--- src/rtl/ptr_regfile.sv ---
module ptr_regfile #(
  parameter int NREG = 16,
  parameter int W    = 16
) (
  input  logic                     clk,
  input  logic                     rst_n,
  input  logic [3:0]               cmd,
  input  logic [$clog2(NREG)-1:0]  n_idx,
  input  logic [W/2-1:0]           din,
  output logic [W/2-1:0]           dout,
  output logic [$clog2(NREG)-1:0]  p_sel,
  output logic [$clog2(NREG)-1:0]  x_sel,
  output logic [W-1:0]             pc_val,
  output logic [W-1:0]             dp_val,
  output logic [W-1:0]             sp_val,
  output logic [W/2-1:0]           t_val,
  output logic                     ie
);
  localparam int IDX  = $clog2(NREG);
  localparam int HALF = W / 2;
  localparam logic [IDX-1:0] SPR = IDX'(2);

  localparam logic [3:0] C_NOP = 4'd0,  C_INC = 4'd1,  C_DEC = 4'd2,
                         C_GLO = 4'd3,  C_GHI = 4'd4,  C_PLO = 4'd5,
                         C_PHI = 4'd6,  C_SETP = 4'd7, C_SETX = 4'd8,
                         C_SAVE = 4'd9, C_RET = 4'd10, C_DIS = 4'd11,
                         C_COPY = 4'd12;

  logic [W-1:0]    regs [NREG];
  logic [IDX-1:0]  p_q, x_q;
  logic [HALF-1:0] t_q;
  logic            ie_q;

  assign p_sel  = p_q;
  assign x_sel  = x_q;
  assign pc_val = regs[p_q];
  assign dp_val = regs[x_q];
  assign sp_val = regs[SPR];
  assign t_val  = t_q;
  assign ie     = ie_q;

  always_comb begin
    case (cmd)
      C_GLO:   dout = regs[n_idx][HALF-1:0];
      C_GHI:   dout = regs[n_idx][W-1:HALF];
      C_SAVE:  dout = HALF'({x_q, p_q});
      default: dout = '0;
    endcase
  end

  always_ff @(posedge clk) begin
    if (!rst_n) begin
      for (int i = 0; i < NREG; i++) regs[i] <= '0;
      p_q  <= '0;
      x_q  <= '0;
      t_q  <= '0;
      ie_q <= 1'b0;
    end else begin
      case (cmd)
        C_INC:  regs[n_idx] <= regs[n_idx] + 1'b1;
        C_DEC:  regs[n_idx] <= regs[n_idx] - 1'b1;
        C_PLO:  regs[n_idx][HALF-1:0] <= din;
        C_PHI:  regs[n_idx][W-1:HALF] <= din;
        C_SETP: p_q <= n_idx;
        C_SETX: x_q <= n_idx;
        C_SAVE: begin
          t_q       <= HALF'({x_q, p_q});
          x_q       <= p_q;
          regs[SPR] <= regs[SPR] - 1'b1;
        end
        C_RET, C_DIS: begin
          x_q       <= din[2*IDX-1:IDX];
          p_q       <= din[IDX-1:0];
          regs[x_q] <= regs[x_q] + 1'b1;
          ie_q      <= (cmd == C_RET);
        end
        C_COPY: regs[x_q] <= regs[n_idx];
        default: ;
      endcase
    end
  end

  AST_INC_PC: assert property (@(posedge clk) disable iff (!rst_n)
    (cmd == C_INC && n_idx == p_q) |=> pc_val == $past(pc_val) + 1'b1);
  AST_SETP_LOAD: assert property (@(posedge clk) disable iff (!rst_n)
    (cmd == C_SETP) |=> p_sel == $past(n_idx));
  AST_SAVE_XP: assert property (@(posedge clk) disable iff (!rst_n)
    (cmd == C_SAVE) |=> (x_sel == $past(p_sel)) && (t_val == $past(dout)));
  AST_SAVE_SP: assert property (@(posedge clk) disable iff (!rst_n)
    (cmd == C_SAVE) |=> sp_val == $past(sp_val) - 1'b1);
  AST_RET_IE: assert property (@(posedge clk) disable iff (!rst_n)
    (cmd == C_RET) |=> ie);
  AST_DIS_IE: assert property (@(posedge clk) disable iff (!rst_n)
    (cmd == C_DIS) |=> !ie);
  AST_NOP_HOLD: assert property (@(posedge clk) disable iff (!rst_n)
    (cmd == C_NOP) |=> $stable(p_sel) && $stable(x_sel) && $stable(ie) && $stable(t_val));
endmodule

--- config.mk ---
export PLATFORM = sky130hd
export DESIGN_NAME = ptr_regfile
export DESIGN_NICKNAME = d
export VERILOG_FILES = /design/src/rtl/ptr_regfile.sv
export SDC_FILE = /design/constraint.sdc
export NUM_CORES = 1
export LEC_CHECK = 0
export BUFFER_PORTS_ARGS = -buffer_cell sky130_fd_sc_hd__buf_2
export CAP_MARGIN = 15
export CORE_MARGIN = 2
export CORE_UTILIZATION = 52
export CTS_CLUSTER_SIZE = 16
export DETAILED_ROUTE_END_ITERATION = 8
export PLACE_DENSITY = 0.71
export SLEW_MARGIN = 0
export SYNTH_ARGS = -nofsm -noshare
export SYNTH_HDL_FRONTEND = slang
export SYNTH_SLANG_ARGS = --single-unit
--- constraint.sdc ---
create_clock -name clk -period 8 [get_ports clk]
set_input_delay 1.6 -clock clk [delete_from_list [all_inputs] [get_ports clk]]
set_output_delay 1.6 -clock clk [all_outputs]
set_load 0.005 [all_outputs]
==> flow_summary_export.csv, run 1 <==
group,metric,value,unit
timing,max_slew_margin,24.1,%
routing,drt-vias-per-instance,7.35,
layout,multi_input_area,9450,sq um
setup_path,cp.arrival,6.34,ns
placed_design,dp_worst_setup_slack,1.36,ns
layout,syn_to_final_growth,9.37,%
layout,drive_gt1_share,26.9,%
logic_synthesis,synth_most_common_cell,"nor2_1",
setup_path,path_max_fanout,35,
logic_synthesis,synth_cell_types,76,
clock_tree,hold_buffers,0,
logic_synthesis,netlist_instances,1399,
floorplanning,io_pins,91,
timing,rsz0062_at_grt,"no",
pwr,powerDensity,194,nW/um^2
logic_synthesis,synthDominantAreaCellType,"edfxtp_1",
routing,drt_wl_total,60000,um
layout,nets,1485,
floorplanning,row_count,68,
timing,final-setup-viol-count,0,
hold_path,min-delay-start,"t_val[3]$_SDFFE_PN0N_",
clock_tree,numCtsBuffers,29,
floorplanning,start_util,52.9,%
setup_path,cp.required,8.27,ns
pwr,ir_drop,0.000154,V
routing,drcViolationCount,0,
clock_tree,clock_latency,0.57,ns
placed_design,gp_congestion,0.977,
logic_synthesis,yosys_warnings,0,
hold_path,worstHoldEndpoint,"t_val[3]$_SDFFE_PN0N_",
routing,via_count,14200,
setup_path,rr_worst_depth,11,
placed_design,hpwl,41600,um
logic_synthesis,ys_dominant_reg_cell,"edfxtp_1",
setup_path,end_kind,"register",
setup_path,setup.worst_path.class,"in -> reg",
run,cap_violations,0,
routing,drtIter0Drc,2157,
hold_path,hp-class,"reg -> reg",
layout,seq_area,8200,sq um
clock_tree,cts_setup_buffers,0,
clock_tree,cts_tree,"built",
timing,finalCritPeriodShare,75.9,%
floorplanning,die_h,191,um
setup_path,r2r_slack,3.23,ns
clock_tree,cts_resized,0,
clock_tree,clock_sinks,281,
logic_synthesis,avgSynthCellArea,13.1,sq um
timing,timing.fmax,0.165,GHz
clock_tree,cts_buffer_depth,3,
setup_path,worstReg2RegEnd,"regs[2][7]$_DFFE_PP_",
grt,grtUsageTotal,33.2,%
timing,drv_slew,0,
setup_path,timing.rr.start,"regs[2][4]$_DFFE_PP_",
logic_synthesis,syn-num-nets,1434,
floorplanning,fp.coreArea,34500,sq um
setup_path,crit_chain,"buf_2 > buf_4 > mux4_2 > mux4_2 > ha_1 > a21o_1 > or2_2 > a41oi_1 > a21oi_1 > xnor2_1 > o21ai_0 > a221oi_4 > o22ai_1",
routing,routedWlPerCell,31.1,um
floorplanning,die_area,36600,sq um
hold_path,hold_path_depth,2,
floorplanning,die_width,191,um
logic_synthesis,synth.area.top_cells,"edfxtp_1, mux4_2, nor2_1",
clock_tree,clk_pin_slew,0.06,ns
logic_synthesis,yosys-top-cells-count,"nor2_1, edfxtp_1, mux4_2, nand2_1, a21oi_1",
logic_synthesis,synth_edf_count,256,
status,status,"completed",
logic_synthesis,synth_area,18300,sq um
layout,fillers,2786,
timing,tightest_slew,1.12,ns
grt,grt_max_degree,65,
clock_tree,cts_root_buffer,"clkbuf_16",
grt,antenna_found_initial,1,
logic_synthesis,synth_seq_cells,281,
timing,setup_ws,1.93,ns
placed_design,port_buffers,90,
grt,grt_overflow,0,
timing,fin_skew,0.0242,ns
setup_path,critPathLaunchType,"input pin",
routing,drt_first_pass_iters,5,
routing,drtAntennaViolNets,0,
logic_synthesis,yosysSeqAreaShare,44.8,%
clock_tree,h-tree-depth,1,
timing,final.setup.tns,0,ns
setup_path,max_stage_delay,0.79,ns
layout,antennaDiodeCount,0,
timing,fin_crit,6.07,ns
setup_path,critical_path.slowest_cell,"a221oi_4",
grt,grt_pass1_vias,13700,
setup_path,path_common_cell,"mux4_2",
pwr,p_leak,0.00706,uW
timing,hold_viol_final,0,
logic_synthesis,async_reset_ff_share,0,%
logic_synthesis,synth_top_area_share,42.1,%
grt,grt_pass1_wl,88300,um
## metal layers
layer / part of all wire [%] / up-vias / track usage, %
met5: 0 / - / 0
met4: 4.6 / 0 / 14.1
met3: 14 / 173 / 8.96
met2: 46 / 1299 / 51.7
met1: 35 / 7029 / 44.2
li1: - / 5656 / -
## area by class of cell
| class | instances | area share (%) |
|---|---|---|
| clock inverters | 11 | 0.695 |
| multi-input cells | 1002 | 47.3 |
| flip-flops and latches | 281 | 41.0 |
| inverters | 13 | 0.244 |
| well taps | 455 | 2.85 |
| clock buffers | 42 | 4.29 |
| repair buffers | 123 | 3.57 |
## worst max-delay path by stage
stage               startpoint                          to  cells after the start
floorplan             n_idx[0]   regs[6][14]$_SDFFCE_PN0P_                     16
detailed placement    n_idx[0]  regs[12][11]$_SDFFCE_PN0P_                     12
finish                n_idx[1]        regs[2][7]$_DFFE_PP_                     13
global route          n_idx[0]        regs[2][7]$_DFFE_PP_                     12
global placement      n_idx[0]       regs[2][11]$_DFFE_PP_                     12
CTS                   n_idx[0]  regs[12][11]$_SDFFCE_PN0P_                     12
## placed cells by master (no fill, tap or decap), drive strengths merged, types with 4 or more instances in the layout
cell type | Yosys | final
nor3 | 13 | 13
xnor2 | 19 | 19
nor2 | 272 | 272
a221oi | 14 | 14
o22ai | 17 | 17
nand2b | 7 | 7
a211oi | 14 | 14
dfxtp | 25 | 25
or2 | 6 | 6
clkinv | 1 | 5
mux4 | 223 | 223
nand2 | 133 | 133
clkbuf | 44 | 42
xor2 | 12 | 12
nor2b | 9 | 9
and3 | 10 | 10
o211ai | 6 | 6
a21o | 5 | 5
o311ai | 6 | 6
inv | 12 | 14
a31oi | 6 | 6
a21oi | 53 | 53
and2 | 9 | 9
nor4 | 4 | 4
buf | 58 | 123
edfxtp | 256 | 256
o21bai | 6 | 6
o31ai | 4 | 4
nand4 | 4 | 4
o21ai | 16 | 16
nand3b | 9 | 9
or3 | 5 | 5
o22a | 6 | 6
a22oi | 13 | 13
ha | 16 | 16
mux2i | 31 | 31
nand3 | 18 | 18
and4 | 4 | 4
## kinds of logic after synthesis
family	after synthesis	synth area share [%]
xor gates and xnor gates	31	1.49
DFF	281	44.8
buffers and inverters	116	3.51
adders and majority gates	17	1.21
AOI/OAI and AO/OA	188	7.32
and+or+nand+nor	511	11.9
muxes	255	29.7
## power breakdown
group | internal (uW) | switching, uW
Combinational | 292 | 437
Clock | 839 | 583
Sequential | 1660 | 69.7
Total | 2790 | 1090
## registers in the layout, summed over array words and instances (netlist names), named ones only
name / flops
regs: 256
t_val: 8
p_sel: 4
x_sel: 4
ie: 1
## worst max-delay path: cells and delay by family
kind / cells / cell delay (ns)
compound gates: 6 / 1.91
xor+xnor: 1 / 0.17
fa+ha+maj: 1 / 0.41
buf+inv: 2 / 0.91
mux: 2 / 1.00
simple gates: 1 / 0.32
## metrics by stage
| stage | utilization [%] | instances | hold WS (ns) | total power (uW) | instance area (sq um) |
|---|---|---|---|---|---|
| floorplan | - | 1399 | 0.453 | 2210 | 18300 |
| global placement | 54.9 | 1873 | 0.439 | 2450 | 19000 |
| detailed placement | 54.9 | 1873 | 0.448 | 2460 | 19000 |
| CTS | 57.8 | 1926 | 0.457 | 3850 | 20000 |
| global route | 57.8 | 1927 | 0.474 | 3970 | 20000 |
| finish | 57.8 | 1927 | 0.454 | 3880 | 20000 |
Power figures use the tool's default switching activity.
==> run 2: changes to the inputs <==
clock period = 6.1 ns   (was 8 ns; I/O delays follow)
==> run 2 against run 1 <==
Against the previous run:
- critical endpoint is now regs[10][15]$_SDFFCE_PN0P_
- combinational power grew 28%
- largest power group unchanged
- hold slack lost 0.0032 ns
- final cell count grew 0.26%
- first-iteration DRC count shrank 4.8%
- flip-flop and latch count is the same
- wire length shrank 3.8%
- via count shrank 1.3%
- sequential power grew 32%
- clock power grew 36%
- utilization grew 0.24 points
- die area is the same
- critical path type unchanged
==> flow_summary_export.csv, run 2 (synthesized netlist as in run 1, its figures left out) <==
group,metric,value,unit
timing,fin_skew,0.0114,ns
clock_tree,cts_root_buffer,"clkbuf_16",
setup_path,worstReg2RegEnd,"regs[2][14]$_DFFE_PP_",
clock_tree,cts_tree,"built",
timing,timing.fmax,0.189,GHz
timing,final.setup.tns,0,ns
placed_design,port_buffers,90,
pwr,ir_drop,0.000269,V
routing,routedWlPerCell,29.9,um
clock_tree,cts_buffer_depth,3,
pwr,total_power,5160,uW
run,cap_violations,0,
floorplanning,row_count,68,
floorplanning,die_width,191,um
setup_path,cp.arrival,5.56,ns
timing,drv_slew,0,
clock_tree,clock_sinks,281,
placed_design,hpwl,42300,um
layout,syn_to_final_growth,9.82,%
grt,grt_max_degree,68,
routing,drcViolationCount,0,
timing,max_slew_margin,22.2,%
floorplanning,die_area,36600,sq um
layout,drive_gt1_share,26.9,%
setup_path,end_kind,"register",
routing,drtIter0Drc,2054,
pwr,powerDensity,257,nW/um^2
setup_path,path_max_fanout,34,
setup_path,critPathLaunchType,"input pin",
placed_design,gp_congestion,0.982,
grt,grt_pass1_vias,13600,
clock_tree,cts_resized,0,
timing,rsz0062_at_grt,"no",
timing,hold_viol_final,0,
layout,nets,1489,
routing,drt-vias-per-instance,7.23,
clock_tree,h-tree-depth,1,
layout,most-common-layout-cells,"nor2_1, edfxtp_1, mux4_2",
timing,fin_crit,5.28,ns
layout,layout_commonest_cell,"nor2_1",
clock_tree,cts_setup_buffers,0,
floorplanning,fp.coreArea,34500,sq um
layout,antennaDiodeCount,0,
setup_path,cp.required,6.37,ns
floorplanning,start_util,52.9,%
layout,fillers,2753,
setup_path,r2r_slack,1.46,ns
clock_tree,hold_buffers,0,
layout,top_register,"regs",
routing,via_count,14000,
grt,grt_pass1_wl,86600,um
pwr,p_leak,0.00709,uW
status,status,"completed",
setup_path,rr_worst_depth,12,
hold_path,hp-class,"reg -> reg",
setup_path,setup.worst_path.class,"in -> reg",
timing,finalCritPeriodShare,86.6,%
grt,grt_overflow,0,
hold_path,min-delay-start,"t_val[6]$_SDFFE_PN0N_",
setup_path,timing.rr.start,"regs[2][7]$_DFFE_PP_",
floorplanning,io_pins,91,
clock_tree,clk_pin_slew,0.07,ns
clock_tree,clock_latency,0.57,ns
grt,antenna_found_initial,1,
clock_tree,numCtsBuffers,30,
floorplanning,die_h,191,um
layout,largest_register_ffs,256,
grt,grtUsageTotal,32.0,%
routing,drt_wl_total,57800,um
timing,final-setup-viol-count,0,
hold_path,hold_path_depth,2,
routing,drt_first_pass_iters,6,
timing,tightest_slew,1.16,ns
routing,drtAntennaViolNets,0,
hold_path,worstHoldEndpoint,"t_val[6]$_SDFFE_PN0N_",
## run 2: cell count changes in the layout (fill, tap and decap cells not counted), sizes merged
| cell | previous run | this run |
|---|---|---|
| buf | 123 | 126 |
| bufinv | 3 | 5 |
| clkbuf | 42 | 37 |
| clkinv | 5 | 11 |
| inv | 14 | 13 |
## run 2: through the flow
step	util (%)	instances	area [sq um]	worst slack, ns	hold slack, ns
final	58.1	1932	20100	0.815	0.451
after global routing	58.1	1932	20100	0.591	0.472
after CTS	58.1	1932	20100	0.920	0.455
after detailed placement	55.1	1877	19000	0.328	0.446
after global placement	55.1	1876	19000	0.422	0.438
after floorplan	-	1399	18300	0.237	0.453
## run 2: power by group
part / internal [uW] / switching (uW)
combinational: 389 / 544
clock: 1140 / 794
sequential: 2180 / 112
## run 2: layout make-up
class                           instances  area (sq um)  share of cell area [%]
Tap cell                              455           569                    2.84
Timing Repair Buffer                  126           773                    3.86
Sequential cell                       281          8200                    40.9
Inverter                               13          48.8                   0.243
Clock buffer                           37           798                    3.98
Clock inverter                         18           219                    1.09
Multi-Input combinational cell       1002          9450                    47.1
## run 2: per-layer routing
layer / global-route usage (%) / wire length (um) / up-vias
li1: - / - / 5666
met1: 44.6 / 21200 / 7025
met2: 49.8 / 26400 / 1126
met3: 8.33 / 8130 / 148
met4: 9.76 / 2050 / 2
met5: 0 / 13 / -
## run 2: critical path: stages
cell and delay, ns:
buf_4 0.11, buf_12 0.26, buf_12 0.23, mux4_2 0.51
mux4_2 0.53, ha_1 0.42, a21oi_1 0.25, o21ai_0 0.18
a221oi_1 0.39, a31o_2 0.21, a21boi_1 0.08, nor2_1 0.89
a21oi_1 0.20
## run 2: worst max-delay path by stage
stage | from | endpoint | slack [ns] | depth (start not counted)
CTS | n_idx[0] | regs[10][15]$_SDFFCE_PN0P_ | 0.92 | 13
detailed placement | n_idx[0] | regs[10][15]$_SDFFCE_PN0P_ | 0.33 | 13
global route | n_idx[0] | regs[10][15]$_SDFFCE_PN0P_ | 0.59 | 13
floorplan | n_idx[0] | regs[6][14]$_SDFFCE_PN0P_ | 0.24 | 16
finish | n_idx[0] | regs[10][15]$_SDFFCE_PN0P_ | 0.82 | 13
global placement | n_idx[0] | regs[2][14]$_DFFE_PP_ | 0.42 | 15
